===== config.mk =====
export PLATFORM = sky130hd
export DESIGN_NAME = msi_collector
export DESIGN_NICKNAME = d
export VERILOG_FILES = /design/src/rtl/msi_collector_pkg.sv /design/src/rtl/msi_collector_ctrl.sv /design/src/rtl/msi_collector_dp.sv /design/src/rtl/msi_collector.sv
export SDC_FILE = /design/constraint.sdc
export NUM_CORES = 2
export LEC_CHECK = 0
export BUFFER_PORTS_ARGS = -buffer_cell sky130_fd_sc_hd__buf_2
export CELL_PAD_IN_SITES_DETAIL_PLACEMENT = 0
export CELL_PAD_IN_SITES_GLOBAL_PLACEMENT = 1
export CORE_MARGIN = 1.5
export CORE_UTILIZATION = 40
export CTS_CLUSTER_SIZE = 25
export DETAILED_ROUTE_END_ITERATION = 6
export GPL_TIMING_DRIVEN = 0
export PLACE_DENSITY_LB_ADDON = 0.12
export SLEW_MARGIN = 20
export SYNTH_ARGS = -nofsm -noshare
export SYNTH_HDL_FRONTEND = slang
export SYNTH_SLANG_ARGS = --single-unit

===== constraint.sdc =====
create_clock -name clk -period 10.9 [get_ports clk]
set_clock_uncertainty 0.1 [all_clocks]
set_input_delay 0 -clock clk [delete_from_list [all_inputs] [get_ports clk]]
set_output_delay 0 -clock clk [all_outputs]
set_load 0.02 [all_outputs]

===== src/rtl/msi_collector_pkg.sv =====
package msi_collector_pkg;
  localparam int MAX_SLOTS = 32;

  typedef enum logic [2:0] {
    RD_NONE, RD_SLOT, RD_STATUS, RD_MASK, RD_STICKY, RD_COUNT
  } rdKind_e;

  typedef struct packed {
    logic [MAX_SLOTS-1:0] push;
    logic [MAX_SLOTS-1:0] pop;
    logic [MAX_SLOTS-1:0] drop;
    logic                 maskWe;
    logic                 clrWe;
    logic                 rdReq;
    rdKind_e              rdKind;
    logic [4:0]           rdIdx;
  } strobes_t;
endpackage


===== src/rtl/msi_collector_ctrl.sv =====
module msi_collector_ctrl
  import msi_collector_pkg::*;
#(
  parameter int SLOT_COUNT = 4,
  parameter int ADDR_W     = 4
) (
  input  logic                  wrEn,
  input  logic [ADDR_W-1:0]     wrAddr,
  input  logic                  rdEn,
  input  logic [ADDR_W-1:0]     rdAddr,
  input  logic [SLOT_COUNT-1:0] notEmpty,
  input  logic [SLOT_COUNT-1:0] full,
  output strobes_t              st
);
  localparam logic [ADDR_W-1:0] STATUS_OFS = ADDR_W'(SLOT_COUNT);
  localparam logic [ADDR_W-1:0] MASK_OFS   = ADDR_W'(SLOT_COUNT + 1);
  localparam logic [ADDR_W-1:0] STICKY_OFS = ADDR_W'(SLOT_COUNT + 2);
  localparam logic [ADDR_W-1:0] COUNT_OFS  = ADDR_W'(SLOT_COUNT + 3);
  localparam logic [ADDR_W-1:0] END_OFS    = ADDR_W'(2 * SLOT_COUNT + 3);

  always_comb begin
    st = '0;
    // write channel: slot pushes, drops and register writes
    if (wrEn) begin
      if (wrAddr < STATUS_OFS) begin
        for (int i = 0; i < SLOT_COUNT; i++) begin
          if (wrAddr == ADDR_W'(i)) begin
            if (full[i]) st.drop[i] = 1'b1;
            else         st.push[i] = 1'b1;
          end
        end
      end else if (wrAddr == MASK_OFS) begin
        st.maskWe = 1'b1;
      end else if (wrAddr == STICKY_OFS) begin
        st.clrWe = 1'b1;
      end
    end
    // read channel: pop on non-empty slot, register select otherwise
    st.rdReq = rdEn;
    if (rdEn) begin
      if (rdAddr < STATUS_OFS) begin
        st.rdKind = RD_SLOT;
        st.rdIdx  = 5'(rdAddr);
        for (int i = 0; i < SLOT_COUNT; i++) begin
          if (rdAddr == ADDR_W'(i) && notEmpty[i]) st.pop[i] = 1'b1;
        end
      end else if (rdAddr == STATUS_OFS) begin
        st.rdKind = RD_STATUS;
      end else if (rdAddr == MASK_OFS) begin
        st.rdKind = RD_MASK;
      end else if (rdAddr == STICKY_OFS) begin
        st.rdKind = RD_STICKY;
      end else if (rdAddr < END_OFS) begin
        st.rdKind = RD_COUNT;
        st.rdIdx  = 5'(rdAddr - COUNT_OFS);
      end
    end
  end
endmodule


===== src/rtl/msi_collector_dp.sv =====
module msi_collector_dp
  import msi_collector_pkg::*;
#(
  parameter int SLOT_COUNT  = 4,
  parameter int QUEUE_DEPTH = 32,
  parameter int DATA_W      = 32,
  parameter int CNT_W       = 16
) (
  input  logic                  clk,
  input  logic                  rstN,
  input  strobes_t              st,
  input  logic [DATA_W-1:0]     wrData,
  output logic [SLOT_COUNT-1:0] notEmpty,
  output logic [SLOT_COUNT-1:0] full,
  output logic [SLOT_COUNT-1:0] maskVec,
  output logic [SLOT_COUNT-1:0] stickyVec,
  output logic [DATA_W-1:0]     rdData,
  output logic                  rdValid
);
  localparam int PTR_W = $clog2(QUEUE_DEPTH);
  localparam logic [PTR_W:0] FULL_LEVEL = (PTR_W+1)'(QUEUE_DEPTH);

  logic [DATA_W-1:0] headWord [SLOT_COUNT];
  logic [CNT_W-1:0]  dropCnt  [SLOT_COUNT];
  logic [DATA_W-1:0] rdNext;

  for (genvar s = 0; s < SLOT_COUNT; s++) begin : gSlot
    logic [DATA_W-1:0] store [QUEUE_DEPTH];
    logic [PTR_W-1:0]  wrPtr, rdPtr;
    logic [PTR_W:0]    occ;
    logic              stickyBit;
    logic [CNT_W-1:0]  cnt;

    always_ff @(posedge clk or negedge rstN) begin
      if (!rstN) begin
        wrPtr <= '0;
        rdPtr <= '0;
        occ   <= '0;
      end else begin
        if (st.push[s]) wrPtr <= wrPtr + 1'b1;
        if (st.pop[s])  rdPtr <= rdPtr + 1'b1;
        if (st.push[s] && !st.pop[s])      occ <= occ + 1'b1;
        else if (!st.push[s] && st.pop[s]) occ <= occ - 1'b1;
      end
    end

    always_ff @(posedge clk) begin
      if (st.push[s]) store[wrPtr] <= wrData;
    end

    always_ff @(posedge clk or negedge rstN) begin
      if (!rstN) begin
        stickyBit <= 1'b0;
        cnt       <= '0;
      end else if (st.clrWe && wrData[s]) begin
        stickyBit <= 1'b0;
        cnt       <= '0;
      end else if (st.drop[s]) begin
        stickyBit <= 1'b1;
        if (cnt != '1) cnt <= cnt + 1'b1;
      end
    end

    assign headWord[s]  = store[rdPtr];
    assign notEmpty[s]  = (occ != '0);
    assign full[s]      = (occ == FULL_LEVEL);
    assign stickyVec[s] = stickyBit;
    assign dropCnt[s]   = cnt;
  end

  always_ff @(posedge clk or negedge rstN) begin
    if (!rstN)          maskVec <= '0;
    else if (st.maskWe) maskVec <= wrData[SLOT_COUNT-1:0];
  end

  always_comb begin
    rdNext = '0;
    case (st.rdKind)
      RD_SLOT: begin
        for (int i = 0; i < SLOT_COUNT; i++) begin
          if (st.rdIdx == 5'(i) && notEmpty[i]) rdNext = headWord[i];
        end
      end
      RD_STATUS: rdNext = DATA_W'(notEmpty);
      RD_MASK:   rdNext = DATA_W'(maskVec);
      RD_STICKY: rdNext = DATA_W'(stickyVec);
      RD_COUNT: begin
        for (int i = 0; i < SLOT_COUNT; i++) begin
          if (st.rdIdx == 5'(i)) rdNext = DATA_W'(dropCnt[i]);
        end
      end
      default: rdNext = '0;
    endcase
  end

  always_ff @(posedge clk or negedge rstN) begin
    if (!rstN) begin
      rdData  <= '0;
      rdValid <= 1'b0;
    end else begin
      rdData  <= st.rdReq ? rdNext : '0;
      rdValid <= st.rdReq;
    end
  end
endmodule


===== src/rtl/msi_collector.sv =====
module msi_collector
  import msi_collector_pkg::*;
#(
  parameter int SLOT_COUNT  = 4,
  parameter int QUEUE_DEPTH = 32,
  parameter int DATA_W      = 32,
  parameter int CNT_W       = 16,
  localparam int ADDR_W     = $clog2(2 * SLOT_COUNT + 3)
) (
  input  logic              clk,
  input  logic              rstN,
  input  logic              wrEn,
  input  logic [ADDR_W-1:0] wrAddr,
  input  logic [DATA_W-1:0] wrData,
  input  logic              rdEn,
  input  logic [ADDR_W-1:0] rdAddr,
  output logic [DATA_W-1:0] rdData,
  output logic              rdValid,
  output logic              irq
);
  strobes_t              st;
  logic [SLOT_COUNT-1:0] statusVec;
  logic [SLOT_COUNT-1:0] fullVec;
  logic [SLOT_COUNT-1:0] maskVec;
  logic [SLOT_COUNT-1:0] stickyVec;

  msi_collector_ctrl #(.SLOT_COUNT(SLOT_COUNT), .ADDR_W(ADDR_W)) uCtrl (
    .wrEn(wrEn), .wrAddr(wrAddr), .rdEn(rdEn), .rdAddr(rdAddr),
    .notEmpty(statusVec), .full(fullVec), .st(st)
  );

  msi_collector_dp #(
    .SLOT_COUNT(SLOT_COUNT), .QUEUE_DEPTH(QUEUE_DEPTH),
    .DATA_W(DATA_W), .CNT_W(CNT_W)
  ) uDp (
    .clk(clk), .rstN(rstN), .st(st), .wrData(wrData),
    .notEmpty(statusVec), .full(fullVec), .maskVec(maskVec),
    .stickyVec(stickyVec), .rdData(rdData), .rdValid(rdValid)
  );

  assign irq = |(statusVec & ~maskVec);
endmodule


=== After elaboration in Yosys (flattened, before gate mapping) ===
Memory sizes are Yosys's and may differ from the RTL's.
Cells that the tools add are included.

* Bits in registers: 169
* Bits in writable memories: 4096
* Input port bits: 44
* Logic and storage cells: 217
* Memories kept: 4

* Add/sub/neg operators: 21
* $lt $le $gt $ge: 3
* Equality and inequality tests: 27
* Mux-type cells: 85
* Bitwise operators: 2
* Reductions and logical operators: 52

{| class="wikitable"
|+ Memory list
! name !! depth !! width !! rd ports !! clocked after memory_dff !! write ports !! line !! source
|-
| uDp.gSlot[0].store || 32 || 32 || 1 || 0 || 1 || msi_collector_dp.sv:28 || <nowiki>logic [DATA_W-1:0] store [QUEUE_DEPTH];</nowiki>
|-
| uDp.gSlot[1].store || 32 || 32 || 1 || 0 || 1 || msi_collector_dp.sv:28 ||
|-
| uDp.gSlot[2].store || 32 || 32 || 1 || 0 || 1 || msi_collector_dp.sv:28 ||
|-
| uDp.gSlot[3].store || 32 || 32 || 1 || 0 || 1 || msi_collector_dp.sv:28 ||
|}

{| class="wikitable"
|+ Operators with widths
! operator !! number
|-
| 16-bit two-way mux || 16
|-
| 32-bit two-way mux || 5
|-
| 32-bit case mux with 5 select lines || 1
|-
| 16-bit by 1-bit adder with 16-bit output (second input constant) || 4
|-
| 16-bit inequality test (second input constant) || 4
|-
| 6-bit two-way mux || 9
|-
| 5-bit by 1-bit adder with 5-bit output (second input constant) || 8
|-
| 1-bit two-way mux || 39
|-
| 6-bit by 1-bit adder with 6-bit output (second input constant) || 4
|-
| 6-bit equality test (second input constant) || 4
|-
| 8-bit two-way mux || 3
|-
| 2-bit nonzero test || 12
|-
| 6-bit nonzero test || 4
|-
| 6-bit by 1-bit subtractor with 6-bit output (second input constant) || 4
|-
| 4-bit by 3-bit equality test with 1-bit output (second input constant) || 5
|-
| 1-bit logical AND || 20
|-
| 4-bit two-way mux || 5
|-
| 4-bit by 2-bit equality test with 1-bit output (second input constant) || 4
|-
| 5-bit two-way mux || 3
|-
| 5-bit by 2-bit equality test with 1-bit output (second input constant) || 2
|-
| 3-bit two-way mux || 3
|-
| 4-bit by 1-bit equality test with 1-bit output (second input constant) || 2
|-
| 1-bit zero test || 8
|-
| 4-bit zero test || 2
|-
| other kinds (13) || 19
|}

=== Longest topological paths before layout ===
* Depth in word-level cells: 15
* Mapped depth: 14
* Gate-level depth less buffers: 14

=== Modules after synthesis ===
From an unflattened synthesis, not the netlist that was laid out.

* Cell total of the unflattened synthesis: 7599
* Area, all modules: 165797.8 sq um

{| class="wikitable"
|+ Modules (own cells, without submodules)
! module !! instances !! cells an instance !! area each (sq um)
|-
| msi_collector_dp || 1 || 7454 || 164771.8
|-
| msi_collector_ctrl || 1 || 140 || 988.4
|-
| msi_collector || 1 || 5 || 37.5
|}

=== Worst setup path after synthesis ===
No wires, ideal clock.

* Path kind: input port to flip-flop
* Start: in wrAddr[3]
* End: mem uDp.gSlot[0].store[31][0], enable pin
* Setup time: 0.421 ns
* Arrival time: 3.040 ns
* Data required time: 10.379 ns
* Slack: 7.339 ns
* Stages on the path: 8
* Path buffers: 3
* Cells stage by stage: or3b_2 clkbuf_1 or3_1 nor2b_1 clkbuf_1 nand2_1 clkbuf_1 nor2_1

{| class="wikitable"
|+ RTL lines
! what !! line !! source
|-
| start: declaration || msi_collector.sv:13 || <nowiki>input logic [ADDR_W-1:0] wrAddr,</nowiki>
|-
| end: declaration || msi_collector_dp.sv:28 ||
|}

=== Worst setup path in the final report ===
* Start: reg uDp.gSlot[1].rdPtr[1]
* End: reg uDp.rdData[13]

* Word-level cells in the longest chain between the ends: 6

{| class="wikitable"
|+ Ends and longest elaborated chain
! what !! line !! source
|-
| start: declaration || msi_collector_dp.sv:29 || <nowiki>logic [PTR_W-1:0] wrPtr, rdPtr;</nowiki>
|-
| start signal: assignment || msi_collector_dp.sv:41 || <nowiki>if (st.pop[s]) rdPtr <= rdPtr + 1'b1;</nowiki>
|-
| memory 32 x 32 bit || n/a ||
|-
| 32-bit two-way mux (3 in series) || msi_collector_dp.sv:81 || <nowiki>if (st.rdIdx == 5'(i) && notEmpty[i]) rdNext = headWord[i];</nowiki>
|-
| 32-bit case mux with 5 select lines || msi_collector_dp.sv:78 || <nowiki>case (st.rdKind)</nowiki>
|-
| 32-bit two-way mux || msi_collector_dp.sv:101 || <nowiki>rdData <= st.rdReq ? rdNext : '0;</nowiki>
|-
| end signal: assignment || msi_collector_dp.sv:101 ||
|-
| end: declaration || msi_collector_dp.sv:17 || <nowiki>output logic [DATA_W-1:0] rdData,</nowiki>
|}

Every way passes these cells.
A chain may end at the register's enable or synchronous reset.

==> key figures <==
STA
  • Period utilisation layout: 0.575
  • Final worst path period need: between 6 and 7 ns
  • Max Transition Viols Final: 0
  • Endpoints failing setup: 0
  • Worst Slack Setup Final: approximately 4.6 ns
  • Unrepaired setup endpoints after global routing: false
  • Slew HR: 0.177
  • Actual slew at the worst max-slew pin: 1.23 ns
  • Fmax: roughly 0.16 GHz
  • Final Hold Vio Count: 0
  • Total negative slack: 0 ns

Critical path
  • Setup crit start kind: flip-flop
  • CP dominant cell by count: buf_2
  • Slowest CP cell: a221oi_1
  • Worst path cell trace: buf_4 -> buf_2 -> buf_2 -> buf_2 -> clkbuf_1 -> mux4_2 -> a32oi_1 -> nand4_1 -> a221oi_1 -> o221ai_1
  • Max incr delay on CP: just under 0.9 ns
  • Kind of end point of the critical path: flip-flop
  • Worst path bufs/invs: 5
  • CP Max Fanout: 10
  • Crit path arrival time: a little under 7 ns
  • WP data required: around 11 ns
  • Crit-path leading delay family: buffers and inverters
  • CP Class: reg2reg

Cells and area
  • Non-filler instance count after layout: around 15,000
  • Synthesis-to-layout area growth: 19.1%
  • FILL cells: about 34,000
  • Final Cell Area: about 200,000 um^2
  • FF/Latch Area: 127,000 um^2
  • Share of cells above drive strength 1: 0.265
  • Layout net count: 8,800
  • Multi-input combinational cell area: about 37,000 um^2

Clock tree
  • CTS tree: built
  • Clk buf depth: 4
  • CTS Sinks: about 4,300
  • Clk pin slew, worst setup/hold paths: 0.06 ns
  • Post_cts resized: 0
  • CTS Root Cell: clkbuf_16
  • Worst skew pair latency: 1.00 ns
  • H-tree Lvls: 5
  • TritonCTS Buffers: 450

Logic synthesis
  • Primary FF master, synth: edfxtp_1
  • FF+latch count, synth: 4,265
  • Average instance area after synthesis: 21.2 um^2
  • Post-Syn Nets: ~7,900
  • Synth Cell Area: about 160,000 um^2
  • Yosys warning total: 0
  • EDFF count, synth: roughly 4,100
  • Sequential-to-total area share from yosys stat: 0.772
  • Post-Synthesis Cells: between 7,000 and 8,000
  • Netlist cell types: 74
  • Post-synthesis async set-or-reset flop share: 0.0396

Drt
  • Routed WL per cell: about 37 um
  • Via density: between 5 and 6
  • Final WL: approximately 530,000 um
  • DRC: 0
  • Vias post-DR: 85,800
  • Routed Antenna Nets: 0
  • DRT Pass-1 Iters: 6
  • Initial DRC count: roughly 11,000

Worst hold path
  • Hold Crit Class: in2reg

Global routing
  • Global route overflow: 0
  • Pin count of the biggest net entering global routing: 94
  • Overall Global Routing Usage: 0.255
  • First-pass GRT wire length: 729,000 um
  • Initial antenna violation count: 45
  • Vias in the first global route: approximately 86,000

Power and ir drop
  • PwrDens: 221 nW/um^2
  • Lkg Pwr: about 0.062 uW
  • Peak VDD IR: roughly 0.15 mV

Floorplan
  • Boundary Pins: slightly below 80
  • Core area: between 400,000 and 500,000 um^2
  • DIE AREA: approximately 420,000 um^2
  • Die width: ~640 um
  • Initial Util: 0.402
  • Die height: roughly 640 um
  • FP Rows: around 240

Placement
  • Placed cell count: about 14,000
  • Area after DPL: ~180,000 um^2
  • Placement Setup Slack: approximately 4.6 ns
  • Number of buffers added on ports: 77
  • Dpl hpwl: around 370,000 um
  • Placer Congestion: about 0.86

Outcome
  • Status: finished clean

Run
  • Maxcap violations: 0
## cell usage after synthesis, types with 12 or more instances
master	number	area (um^2)
nor2_1	290	1090
a211oi_1	25	188
nor2b_1	33	206
o22ai_1	84	526
buf_2	112	561
dfrtp_1	169	4230
nand3b_1	16	120
xor2_1	39	342
clkbuf_1	222	833
buf_1	32	120
or3_1	19	119
nand2b_1	18	113
o211ai_1	33	248
ha_1	48	601
xnor2_1	62	543
a31oi_1	16	100
edfxtp_1	4096	123000
and2_1	21	131
a22oi_1	278	2090
nor4_1	15	93.8
mux2_2	72	811
nand2_1	211	792
inv_1	39	146
o31ai_1	12	90.1
nor3_1	41	205
mux4_2	952	21400
or2_2	12	75.1
mux2i_1	203	2030
o221ai_1	34	298
a221oi_1	32	280
o21ai_0	104	521
and3_1	22	138
nand3_1	55	275
nand4_1	34	213
buf_4	38	285
and4_1	12	105
a21oi_1	111	556
a22o_1	26	228
## kinds of logic (layout without fill, tap and decap cells)
group                    Yosys count  in the layout  share of synthesized area
other                              0             24                          0
AND/OR/NAND/NOR                  847            847                     0.0247
multiplexers                    1227           1227                      0.147
buffers and inverters            451           1784                     0.0124
flip-flops                      4265           4265                      0.772
XOR/XNOR                         101            101                    0.00537
adder cells (fa/ha/maj)           52             52                    0.00413
AO/OA/AOI/OAI                    817            817                     0.0344
## where the power goes
group	internal, uW	leakage (uW)	switching (uW)
clock network	8630	0.00708	6530
logic	4130	0.0157	5770
registers	18100	0.0390	132
total	30900	0.0619	12400
## metrics by stage
step	util	hold WS [ns]	total power, uW
6_report	0.479	0.0535	43300
2_1_floorplan	-	-0.396	24800
3_5_place_dp	0.440	-0.125	28500
4_1_cts	0.479	0.00626	43700
5_1_grt	0.479	0.0379	44700
3_3_place_gp	0.420	0.222	28300
## layout by cell type, fill, tap and decap left out, types with 33 or more instances in the layout
cell / Yosys / final
nand4_1: 34 / 34
xnor2_1: 62 / 62
dlygate4sd3_1: 0 / 83
buf_12: 1 / 148
o221ai_1: 34 / 34
dfrtp_1: 169 / 169
clkbuf_1: 222 / 304
o21ai_0: 104 / 90
nor3_1: 41 / 36
nand3_1: 55 / 55
edfxtp_1: 4096 / 4096
nor2_4: 0 / 128
buf_6: 6 / 40
clkbuf_16: 0 / 456
nor2_1: 290 / 161
nor2b_1: 33 / 33
mux2_2: 72 / 72
inv_1: 39 / 39
buf_16: 0 / 165
clkinv_1: 1 / 104
clkinv_2: 0 / 94
mux4_2: 952 / 952
o211ai_1: 33 / 33
o22ai_1: 84 / 84
buf_2: 112 / 160
ha_1: 48 / 48
a21oi_1: 111 / 111
mux2i_1: 203 / 203
nand2_1: 211 / 211
xor2_1: 39 / 39
buf_4: 38 / 48
a22oi_1: 278 / 278
bufinv_16: 0 / 36
## worst paths after layout
kind,from,endpoint,slack [ns],cells past startpoint
worst max register to register,uDp.gSlot[1].rdPtr[1]$_DFFE_PN0P_,uDp.rdData[13]$_DFF_PN0_,4.63,10
worst max-delay path,uDp.gSlot[1].rdPtr[1]$_DFFE_PN0P_,uDp.rdData[13]$_DFF_PN0_,4.63,10
max in group asynchronous,rstN,uDp.gSlot[2].wrPtr[3]$_DFFE_PN0P_,8.85,7
worst min register to register,uDp.gSlot[0].occ[5]$_DFFE_PN0P_,uDp.gSlot[0].occ[5]$_DFFE_PN0P_,0.40,1
min in group asynchronous,rstN,uDp.gSlot[3].rdPtr[2]$_DFFE_PN0P_,0.55,5
worst min-delay path,wrData[31],uDp.gSlot[0].store[29][31]$_DFFE_PP_,0.05,2
## worst register-to-register path, cell delays in order, from the launching register on
cell and delay (ns):
dfrtp_1 0.45, buf_4 0.25, buf_2 0.37, buf_2 0.47, buf_2 0.46, clkbuf_1 0.81
mux4_2 0.47, a32oi_1 0.44, nand4_1 0.35, a221oi_1 0.88, o221ai_1 0.83
## state kept, by name (all words and copies together), names as in the netlist
signal and flops:
uDp.gSlot.cnt 64, uDp.gSlot.occ 24, uDp.gSlot.wrPtr 20, uDp.gSlot.store 4096, uDp.rdValid 1, uDp.maskVec 4
uDp.rdData 32, uDp.gSlot.rdPtr 20, uDp.gSlot.stickyBit 4
## repair_timing
| item | CTS | global route |
|---|---|---|
| setup endpoints to repair | 0 | 0 |
| hold endpoints to repair | 4329 | 0 |
| hold buffers | 108 | 0 |
| buffers inserted | 0 | 0 |
## routing by layer
| layer | track usage | wire [um] | vias up |
|---|---|---|---|
| li1 | - | - | 34600 |
| met1 | 0.356 | 223000 | 47200 |
| met2 | 0.423 | 261000 | 3358 |
| met3 | 0.0320 | 33900 | 703 |
| met4 | 0.0666 | 15300 | 4 |
| met5 | 0 | 21 | - |
## area by class of cell
cell class	count	share of cell area
Antenna cell	24	0.000306
Buffer	411	0.00967
Clock buffer	558	0.0608
Clock inverter	283	0.0130
Inverter	40	0.000765
Multi-Input combinational cell	3044	0.186
Sequential cell	4265	0.648
Tap cell	5451	0.0347
Timing Repair Buffer	492	0.0464
No activity file was read; power rests on OpenSTA's default activity.
